===== src/rtl/pci_dpt_pkg.sv =====
package pci_dpt_pkg;

    typedef enum logic [1:0] {
        ST_IDLE = 2'd0,
        ST_DATA = 2'd1,
        ST_HOLD = 2'd2
    } dpt_state_e;

    typedef struct packed {
        dpt_state_e state;
        logic       nonlin;
    } dpt_ctl_s;

endpackage


===== src/rtl/pci_dpt_decode.sv =====
module pci_dpt_decode (
    input  logic in_data_i,
    input  logic frame_n_i,
    input  logic irdy_n_i,
    input  logic trdy_n_i,
    input  logic stop_n_i,
    output logic xfer_o,
    output logic done_o,
    output logic last_o,
    output logic eot_o
);
    logic irdy, trdy, stop, frame;

    always_comb begin
        irdy   = ~irdy_n_i;
        trdy   = ~trdy_n_i;
        stop   = ~stop_n_i;
        frame  = ~frame_n_i;
        xfer_o = in_data_i & irdy & trdy;
        done_o = in_data_i & irdy & (trdy | stop);
        last_o = in_data_i & (~frame | stop);
        eot_o  = in_data_i & irdy & ((~frame & trdy) | stop);
    end
endmodule


===== src/rtl/pci_dpt_addr.sv =====
module pci_dpt_addr #(
    parameter int IDX_W = 30
) (
    input  logic             clk,
    input  logic             rst_n,
    input  logic             load_i,
    input  logic [IDX_W-1:0] load_idx_i,
    input  logic             step_i,
    output logic [IDX_W-1:0] idx_o
);
    logic [IDX_W-1:0] idx_d, idx_q;

    always_comb begin
        idx_d = idx_q;
        if (load_i) begin
            idx_d = load_idx_i;
        end else if (step_i) begin
            idx_d = idx_q + IDX_W'(1);
        end
    end

    always_ff @(posedge clk or negedge rst_n) begin
        if (!rst_n) begin
            idx_q <= '0;
        end else begin
            idx_q <= idx_d;
        end
    end

    assign idx_o = idx_q;
endmodule


===== src/rtl/pci_dphase_tracker.sv =====
module pci_dphase_tracker
    import pci_dpt_pkg::*;
#(
    parameter int ADDR_W = 32
) (
    input  logic              clk,
    input  logic              rst_n,
    input  logic              claim_i,
    input  logic [ADDR_W-1:0] start_addr_i,
    input  logic              frame_n_i,
    input  logic              irdy_n_i,
    input  logic              trdy_n_i,
    input  logic              stop_n_i,
    output logic              stop_req_o,
    output logic              xfer_o,
    output logic              phase_done_o,
    output logic              last_phase_o,
    output logic              eot_o,
    output logic [ADDR_W-1:0] dword_addr_o
);
    localparam int IDX_W = ADDR_W - 2;

    dpt_ctl_s         ctl_d, ctl_q;
    logic             in_data;
    logic             busy;
    logic             take_claim;
    logic [IDX_W-1:0] idx;

    assign in_data = (ctl_q.state == ST_DATA);
    assign busy    = (ctl_q.state != ST_IDLE);

    pci_dpt_decode u_decode (
        .in_data_i (in_data),
        .frame_n_i (frame_n_i),
        .irdy_n_i  (irdy_n_i),
        .trdy_n_i  (trdy_n_i),
        .stop_n_i  (stop_n_i),
        .xfer_o    (xfer_o),
        .done_o    (phase_done_o),
        .last_o    (last_phase_o),
        .eot_o     (eot_o)
    );

    always_comb begin
        ctl_d      = ctl_q;
        take_claim = 1'b0;
        case (ctl_q.state)
            ST_IDLE: begin
                if (claim_i) begin
                    take_claim   = 1'b1;
                    ctl_d.state  = ST_DATA;
                    ctl_d.nonlin = |start_addr_i[1:0];
                end
            end
            ST_DATA: begin
                if (eot_o) begin
                    if (!frame_n_i) begin
                        ctl_d.state = ST_HOLD;
                    end else begin
                        ctl_d.state  = ST_IDLE;
                        ctl_d.nonlin = 1'b0;
                    end
                end
            end
            ST_HOLD: begin
                if (frame_n_i) begin
                    ctl_d.state  = ST_IDLE;
                    ctl_d.nonlin = 1'b0;
                end
            end
            default: begin
                ctl_d.state  = ST_IDLE;
                ctl_d.nonlin = 1'b0;
            end
        endcase
    end

    always_ff @(posedge clk or negedge rst_n) begin
        if (!rst_n) begin
            ctl_q <= '{state: ST_IDLE, nonlin: 1'b0};
        end else begin
            ctl_q <= ctl_d;
        end
    end

    pci_dpt_addr #(.IDX_W(IDX_W)) u_addr (
        .clk        (clk),
        .rst_n      (rst_n),
        .load_i     (take_claim),
        .load_idx_i (start_addr_i[ADDR_W-1:2]),
        .step_i     (xfer_o),
        .idx_o      (idx)
    );

    assign stop_req_o   = (in_data & ctl_q.nonlin) | (ctl_q.state == ST_HOLD);
    assign dword_addr_o = {idx, 2'b00};
endmodule


===== config.mk =====
export PLATFORM = sky130hd
export DESIGN_NAME = pci_dphase_tracker
export DESIGN_NICKNAME = d
export VERILOG_FILES = /design/src/rtl/pci_dpt_pkg.sv /design/src/rtl/pci_dpt_decode.sv /design/src/rtl/pci_dpt_addr.sv /design/src/rtl/pci_dphase_tracker.sv
export SDC_FILE = /design/constraint.sdc
export NUM_CORES = 1
export LEC_CHECK = 0
export ABC_AREA = 1
export BUFFER_PORTS_ARGS = -buffer_cell sky130_fd_sc_hd__buf_2
export CORE_MARGIN = 2
export CORE_UTILIZATION = 50
export CTS_BUF_LIST = sky130_fd_sc_hd__clkbuf_4
export DETAILED_ROUTE_END_ITERATION = 16
export PLACE_DENSITY = 0.79
export SYNTH_ARGS = -nofsm -noshare
export SYNTH_HDL_FRONTEND = slang
export SYNTH_HIERARCHICAL = 1
export SYNTH_SLANG_ARGS = --single-unit

===== constraint.sdc =====
create_clock -name clk -period 3.8 [get_ports clk]
set_clock_uncertainty 0.1 [all_clocks]
set_input_delay 0.38 -clock clk [delete_from_list [all_inputs] [get_ports clk]]
set_output_delay 0.38 -clock clk [all_outputs]
set_load 0.02 [all_outputs]

==> reports/qor.yml <==
routing:
  wl_met1_um: 2632
  wire_per_inst_um: 12.93
  wl_met3_um: 392
  routed_wl_um: 6065
  remaining_drc_errors: 0
  dr_wl_met2_um: 2962
  drtIter0Drc: 165
  ant_nets: 0
  vias: 2450
  top_layer_used: "met4"
  drtPass1Iterations: 4
  post_drt_via_cell_ratio: 5.224
clock_tree:
  cts_made_buffers: 5
  htree_levels: 2
  cts_sinks: 33
  cts_resized: 0
  hold_buffers: 0
  clkTransAtPathRegs_ps: 110
  cts_buffer_depth: 2
  post_cts_buffers: 0
  clk_latency_ps: 340
  root_buffer: "clkbuf_4"
  cts_tree: "built"
die:
  fp.coreArea_sq_mm: 0.004414
  die_h_um: 72.15
  floorplan.initialDensity: 0.5261
  die_area_sq_mm: 0.005206
  row_count: 24
  io_pins: 76
  dieWidth_um: 72.15
global_route:
  grt_max_degree: 34
  grt_pass1_vias: 2375
  track_usage: 0.2508
  grt.overflow.total: 0
  grt_pass1_wl_um: 10300
  antenna_found_initial: 0
place:
  dp_hpwl_um: 4504
  gp_congestion: 0.8688
  port-buffer-count: 73
status:
  violations: "negative hold slack"
  status: "complete, but fails checks"
worst_setup_path:
  start_kind: "flop"
  required_ps: 3930
  startpoint: "ctl_q[2]"
  endpoint_kind: "flop"
  worstReg2RegStart: "ctl_q[2]"
  worstSetupPathType: "reg -> reg"
  crit_fanout: 22
  worstPathArrival_ps: 2690
min_path:
  hp-class: "in -> async"
timing:
  whs_ps: -2.228
  rsz0062_at_grt: "false"
  fin_crit_sh: 0.6743
  fmax_mhz: 390.3
  finalSetupViolCount: 0
  tns_ps: 0
  tightest_slew_ps: 1184
  hold_violations: 1
  final_max_slew_viol_count: 0
  max_slew_margin: 0.2095
  period_needed_ps: 2562
final_layout:
  layout-drive-gt1-share: 0.2374
  nFillCells: 430
  area_growth_pct: 18.91
  multi_input_area_sq_mm: 0.001324
  register_area_sq_um: 825.8
  layout.nets: 456
  postLayoutCoreUtil: 0.6256
  antennaDiodeCount: 0
synthesis:
  avgSynthCellArea_sq_um: 6.770
  yosysTopAreaCell: "dfrtp_1"
  syn-instance-count: 343
  synth-edff-count: 0
  synth_warnings: 6
  netlist_top_cells_area: "dfrtp_1, nand2_1, nand3_1, a22oi_1, nor2_1"
  ys_types: 29
  ys.flop_type: "dfrtp_1"
  ys_seq_area_frac: 0.3556
  yosysTopAreaCellShare: 0.3556
  async_reset_ff_frac: 1.000
  syn_area_sq_mm: 0.002322
  synth_seq_cells: 33
pwr:
  p_per_area_mw_per_mm2: 702.0
  max-vdd-ir-drop_mv: 0.3090
  p_leak_uw: 0.001394
run:
  cap_violations: 0
[cells by family after synthesis]
group | count (synthesis) | synth area share
flip-flops | 33 | 0.3556
other | 1 | 0.001615
AND/OR/NAND/NOR | 218 | 0.4165
adder cells (fa/ha/maj) | 1 | 0.005387
buffers and inverters | 42 | 0.07705
XOR/XNOR | 6 | 0.02263
AO/OA/AOI/OAI | 42 | 0.1212
[flip-flops by register name (all words and copies together), names as in the netlist]
| name | cells |
|---|---|
| ctl_q | 3 |
| u_addr/idx_o | 30 |
[stage by stage]
stage | setup WS (ps) | cell area, sq um | hold WS (ps) | power, uW | cells
final | 1238 | 2761 | -2.228 | 1939 | 469
after global placement | 1415 | 2711 | 365.8 | 1722 | 461
after global routing | 1010 | 2761 | 48.83 | 2101 | 469
after floorplan | 1896 | 2326 | -15.59 | 1408 | 344
after CTS | 1274 | 2761 | 26.26 | 1946 | 469
after detailed placement | 1293 | 2711 | 395.1 | 1749 | 461
[routing by layer]
layer | track usage | vias up
met2 | 0.4292 | 75
met1 | 0.3238 | 1112
met3 | 0.04861 | 8
met5 | 0 | -
met4 | 0.06918 | 0
li1 | - | 1255
[path summary, 6_finish.rpt]
check | end | slack [ps] | cells after the start
min in group clk | u_addr/idx_o[11] | 140 | 3
setup reg to reg | u_addr/idx_o[16] | 1240 | 8
hold reg to reg | ctl_q[0] | 410 | 2
setup / recovery | u_addr/idx_o[16] | 1240 | 8
hold / removal | u_addr/idx_o[1] | -2 | 1
max in group asynchronous | u_addr/idx_o[25] | 3100 | 1
[cells in the mapped netlist, types with 4 or more instances]
cell / n
a21oi_1: 5
a22oi_1: 19
and2_1: 4
dfrtp_1: 33
inv_1: 32
nand2_1: 117
nand3_1: 43
nor2_1: 36
nor2_2: 4
nor2_4: 7
o21ai_0: 8
o21bai_1: 5
xor2_1: 6
[cell usage in the layout (no fill, tap or decap), types with 2 or more instances in the layout]
master / count
nand2_1: 117
buf_2: 73
nand3_1: 43
nor2_1: 35
dfrtp_1: 33
inv_1: 32
a22oi_1: 19
o21ai_0: 8
nor2_4: 7
xor2_1: 6
nor2_2: 5
clkbuf_4: 5
o21bai_1: 5
a21oi_1: 5
and2_1: 4
nand2_2: 3
nand4_1: 2
conb_1: 2
clkinv_1: 2
o211ai_1: 2
[layout make-up]
class                   instances  area share
repair buffers                 74      0.1350
well taps                      52     0.02356
clock buffers                   5     0.01359
multi-input cells             269      0.4794
inverters                      33     0.04486
flip-flops and latches         33      0.2990
clock inverters                 3    0.004531
[critical path, stage by stage (launching register included)]
cell     delay [ps]
dfrtp_1         430
inv_1           110
nand2_1         110
nor2_2          570
inv_1           220
nand2_1         230
inv_1           370
nand3_1         220
nand3_1          80
[where the power goes]
| group | internal [uW] | switching, uW |
|---|---|---|
| Sequential | 511 | 239 |
| Clock | 66.9 | 126 |
| Combinational | 354 | 642 |
Note: power is estimated with default switching activity, not from simulation.
